===== src/rtl/link_mon_pkg.sv =====
package link_mon_pkg;
  typedef enum logic [1:0] {
    LM_DOWN   = 2'd0,
    LM_SETTLE = 2'd1,
    LM_READY  = 2'd2,
    LM_UP     = 2'd3
  } lm_state_e;
endpackage


===== src/rtl/link_settle_timer.sv =====
module link_settle_timer #(
  parameter int unsigned CYCLES = 8250
) (
  input  logic clk_i,
  input  logic rst_ni,
  input  logic run_i,
  output logic done_o
);
  localparam int unsigned CW = (CYCLES < 2) ? 1 : $clog2(CYCLES + 1);
  localparam logic [CW-1:0] LAST = CW'(CYCLES - 1);

  logic [CW-1:0] cnt_q;

  assign done_o = run_i && (cnt_q == LAST);

  // any gap in run_i restarts the window
  always_ff @(posedge clk_i or negedge rst_ni) begin
    if (!rst_ni)      cnt_q <= '0;
    else if (!run_i)  cnt_q <= '0;
    else if (done_o)  cnt_q <= '0;
    else              cnt_q <= cnt_q + 1'b1;
  end
endmodule


===== src/rtl/link_fsm.sv =====
module link_fsm
  import link_mon_pkg::*;
(
  input  logic      clk_i,
  input  logic      rst_ni,
  input  logic      data_valid_i,
  input  logic      an_enable_i,
  input  logic      an_done_i,
  input  logic      settle_done_i,
  output logic      settle_run_o,
  output logic      up_o
);
  lm_state_e state_q, state_d;

  always_comb begin
    state_d = state_q;
    if (!data_valid_i) begin
      state_d = LM_DOWN;
    end else begin
      unique case (state_q)
        LM_DOWN:   state_d = LM_SETTLE;
        LM_SETTLE: if (settle_done_i) state_d = an_enable_i ? LM_READY : LM_UP;
        LM_READY:  if (!an_enable_i || an_done_i) state_d = LM_UP;
        LM_UP:     state_d = LM_UP;
        default:   state_d = LM_DOWN;
      endcase
    end
  end

  always_ff @(posedge clk_i or negedge rst_ni) begin
    if (!rst_ni) state_q <= LM_DOWN;
    else         state_q <= state_d;
  end

  assign settle_run_o = (state_q == LM_SETTLE) && data_valid_i;
  // loss of valid cuts the link without waiting for an edge
  assign up_o         = (state_q == LM_UP) && data_valid_i;
endmodule


===== src/rtl/link_src_mux.sv =====
module link_src_mux (
  input  logic clk_i,
  input  logic rst_ni,
  input  logic speed_10_i,
  input  logic link_10_i,
  input  logic link_100_i,
  output logic link_o
);
  logic link_10_q;

  always_ff @(posedge clk_i or negedge rst_ni) begin
    if (!rst_ni) link_10_q <= 1'b0;
    else         link_10_q <= link_10_i;
  end

  assign link_o = speed_10_i ? link_10_q : link_100_i;
endmodule


===== src/rtl/link_integrity_mon.sv =====
module link_integrity_mon #(
  parameter int unsigned SETTLE_CYCLES = 8250
) (
  input  logic clk_i,
  input  logic rst_ni,
  input  logic data_valid_i,
  input  logic an_enable_i,
  input  logic an_done_i,
  input  logic speed_10_i,
  input  logic link_10_i,
  output logic link_status_o,
  output logic link_led_o,
  output logic trx_enable_o
);
  logic settle_run, settle_done, link_100, link_sel;

  link_settle_timer #(.CYCLES(SETTLE_CYCLES)) i_timer (
    .clk_i  (clk_i),
    .rst_ni (rst_ni),
    .run_i  (settle_run),
    .done_o (settle_done)
  );

  link_fsm i_fsm (
    .clk_i         (clk_i),
    .rst_ni        (rst_ni),
    .data_valid_i  (data_valid_i),
    .an_enable_i   (an_enable_i),
    .an_done_i     (an_done_i),
    .settle_done_i (settle_done),
    .settle_run_o  (settle_run),
    .up_o          (link_100)
  );

  link_src_mux i_mux (
    .clk_i      (clk_i),
    .rst_ni     (rst_ni),
    .speed_10_i (speed_10_i),
    .link_10_i  (link_10_i),
    .link_100_i (link_100),
    .link_o     (link_sel)
  );

  assign link_status_o = link_sel;
  assign link_led_o    = link_sel;
  assign trx_enable_o  = link_100;
endmodule


===== config.mk =====
export PLATFORM = sky130hd
export DESIGN_NAME = link_integrity_mon
export DESIGN_NICKNAME = d
export VERILOG_FILES = /design/src/rtl/link_mon_pkg.sv /design/src/rtl/link_settle_timer.sv /design/src/rtl/link_fsm.sv /design/src/rtl/link_src_mux.sv /design/src/rtl/link_integrity_mon.sv
export SDC_FILE = /design/constraint.sdc
export NUM_CORES = 1
export LEC_CHECK = 0
export ABC_AREA = 1
export BUFFER_PORTS_ARGS = -buffer_cell sky130_fd_sc_hd__buf_2
export CORE_MARGIN = 2
export CORE_UTILIZATION = 56
export DETAILED_ROUTE_END_ITERATION = 7
export PLACE_DENSITY = 0.76
export SLEW_MARGIN = 15
export SYNTH_ARGS = -nofsm -noshare
export SYNTH_HDL_FRONTEND = slang
export SYNTH_SLANG_ARGS = --single-unit

===== constraint.sdc =====
create_clock -name clk_i -period 1.5 [get_ports clk_i]
set_input_delay 0.3 -clock clk_i [delete_from_list [all_inputs] [get_ports clk_i]]
set_output_delay 0.3 -clock clk_i [all_outputs]
set_load 0.02 [all_outputs]

==> flow_summary.json <==
{
  "synth_top_area_share_pct": 44.4,
  "seq_area_frac_synth_pct": 44.4,
  "dpl.cell_count": 148,
  "cts_root_buf": "clkbuf_4",
  "p_per_area_nw_per_um2": 774,
  "cts_made_buffers": 3,
  "grt_max_degree": 18,
  "slew_viol_final": 0,
  "max-vdd-ir-drop_mv": 0.586,
  "layout_common_cells": "27 x nand2_1, 26 x nor2_1, 17 x dfrtp_1",
  "ys_types": 24,
  "grt_pass1_wl_um": 3310,
  "drt_iter0_markers": 17,
  "die_h_um": 45.3,
  "worstRegToRegCells": 6,
  "routabilityCongestion": 0.897,
  "fin_util_pct": 70.6,
  "path_max_fanout": 3,
  "diodes": 0,
  "wl_per_cell_um": 13.2,
  "worst_setup_path_end_kind": "output pin",
  "route.vias.total": 860,
  "grt_overflow": 0,
  "antenna_found_initial": 0,
  "fp.dieW_um": 45.3,
  "maxCapViolCount": 0,
  "yosysTopAreaCell": "dfrtp_1",
  "ant_nets": 0,
  "cts.clk_slew.worst_paths_ps": 100,
  "leakage_uw": 0.000491,
  "syn_area_um2": 957,
  "syn_area_per_cell_um2": 7.72,
  "hpwl_um": 1480,
  "coreArea_um2": 1560,
  "synthCells": 124,
  "status": "finished with violations",
  "power_uw": 852,
  "timing.fmax_mhz": 660,
  "period_needed_ps": 1520,
  "layout-drive-gt1-share_pct": 20.3,
  "cts_sinks": 17,
  "violations": "setup timing",
  "critical_path_class": "flip-flop to output pin",
  "r2r-start": "i_timer.cnt_q[0]",
  "grt_pass1_vias": 773,
  "finalWirelength_um": 2040,
  "worst_pin_slew_ps": 372,
  "fin_crit_sh_pct": 101,
  "setup_viol": 2,
  "fin_ws_ps": -15.2,
  "startpoint_type": "flip-flop",
  "min_from": "link_10_i",
  "instances_no_fill": 154,
  "startpoint": "i_fsm.state_q[1]",
  "initial_core_util_pct": 61.4,
  "nets": 148,
  "dp_slack_ps": 190,
  "via_per_inst": 5.58,
  "finalClockSkew_ps": 5.95,
  "rsz0062_at_grt": "true",
  "cp.required_ps": 1200,
  "dieArea_um2": 2060,
  "synth_seq_cells": 17,
  "cp.arrival_ps": 1220,
  "hp-class": "input pin to flip-flop",
  "hold_slack_ps": 109,
  "maxSlewHeadroom_pct": 75.2,
  "io_buffer_count": 9,
  "yosys-top-cells-area": "dfrtp_1 44%, nand2_1 11%, nor2_1 11%, inv_1 4.7%, nand3_1 3.7%",
  "firstDrtPassIters": 4,
  "synth_fp_nets": 133,
  "cts_tree": "yes",
  "final_common_cell": "nand2_1",
  "grtUsageTotal_pct": 22.5,
  "num_io_pins": 10,
  "insertion_delay_ps": 290,
  "synthToLayoutAreaGrowth_pct": 15.0,
  "hold_depth": 1,
  "yosys_warnings": 0,
  "rows": 14,
  "h-tree-depth": 1,
  "finalHoldViolations": 0,
  "drc_errors": 0,
  "cts.path.max_buffers": 2,
  "fillCellCount": 122
}
sequential cells by signal, summed over array words and instances, names as in the netlist:
register / flops
i_fsm.state_q: 2
i_mux.link_10_q: 1
i_timer.cnt_q: 14
cell usage after synthesis, drive strengths merged:
| library cell | n |
|---|---|
| nor3 | 7 |
| o21ai | 3 |
| xnor2 | 1 |
| a21oi | 2 |
| buf | 1 |
| a31oi | 1 |
| o31ai | 1 |
| inv | 14 |
| nor2 | 31 |
| nand4 | 4 |
| nand2 | 29 |
| dfrtp | 17 |
| nand3 | 7 |
| or2 | 1 |
| nor4 | 1 |
| ha | 2 |
| xor2 | 2 |
per-layer routing:
| layer | vias to the layer above | global-route usage, % | wire (um) |
|---|---|---|---|
| li1 | 422 | - | - |
| met1 | 414 | 30.7 | 900 |
| met2 | 20 | 37.4 | 1040 |
| met3 | 4 | 2.40 | 74 |
| met4 | 0 | 7.06 | 29 |
| met5 | - | 0 | 0 |
through the flow:
stage                     cell area [um^2]  TNS, ps
final                                 1100    -28.7
after CTS                             1060        0
after detailed placement              1020        0
after global routing                  1100    -99.7
after global placement                1020        0
after floorplan                        962        0
power by group:
group / internal, uW / switching [uW]
sequential: 471 / 11.7
combinational: 45.2 / 74.0
clock: 99.3 / 151
path summary, 6_finish.rpt:
| check | slack, ps | to |
|---|---|---|
| max reg2reg | 140 | i_timer.cnt_q[8] |
| min reg2reg | 500 | i_timer.cnt_q[0] |
| min | 110 | i_mux.link_10_q |
| min in group asynchronous | 440 | i_timer.cnt_q[8] |
| max in group asynchronous | 780 | i_timer.cnt_q[7] |
| max | -20 | link_led_o |
layout make-up:
cell class,instances,area (um^2),area share (%)
multi-input cells,92,495,45.0
flip-flops and latches,17,425,38.6
repair buffers,11,77.6,7.05
inverters,14,55.1,5.00
clock buffers,3,22.5,2.05
well taps,16,20.0,1.82
clock inverters,1,5.00,0.455
kinds of logic (layout without fill, tap and decap cells):
| group | Yosys count | in the layout | share of synthesized area [%] |
|---|---|---|---|
| AO/OA/AOI/OAI | 7 | 7 | 4.05 |
| buffers and inverters | 15 | 29 | 6.54 |
| flip-flops | 17 | 17 | 44.4 |
| AND/OR/NAND/NOR | 80 | 80 | 39.6 |
| XOR/XNOR | 3 | 3 | 2.75 |
| adder cells (fa/ha/maj) | 2 | 2 | 2.61 |
timing repair:
| item | CTS | global route |
|---|---|---|
| hold buffers | 1 | 0 |
| endpoints found under the setup margin | 0 | 3 |
| endpoints found under the hold margin | 17 | 0 |
| setup buffers | 0 | 1 |
| gates resized for setup | 0 | 10 |
critical path, stage by stage, from the launching register on:
cell     delay (ps)
dfrtp_1         400
nand2_2          90
o31ai_4         270
buf_6           160
(Power assumes the default switching activity.)
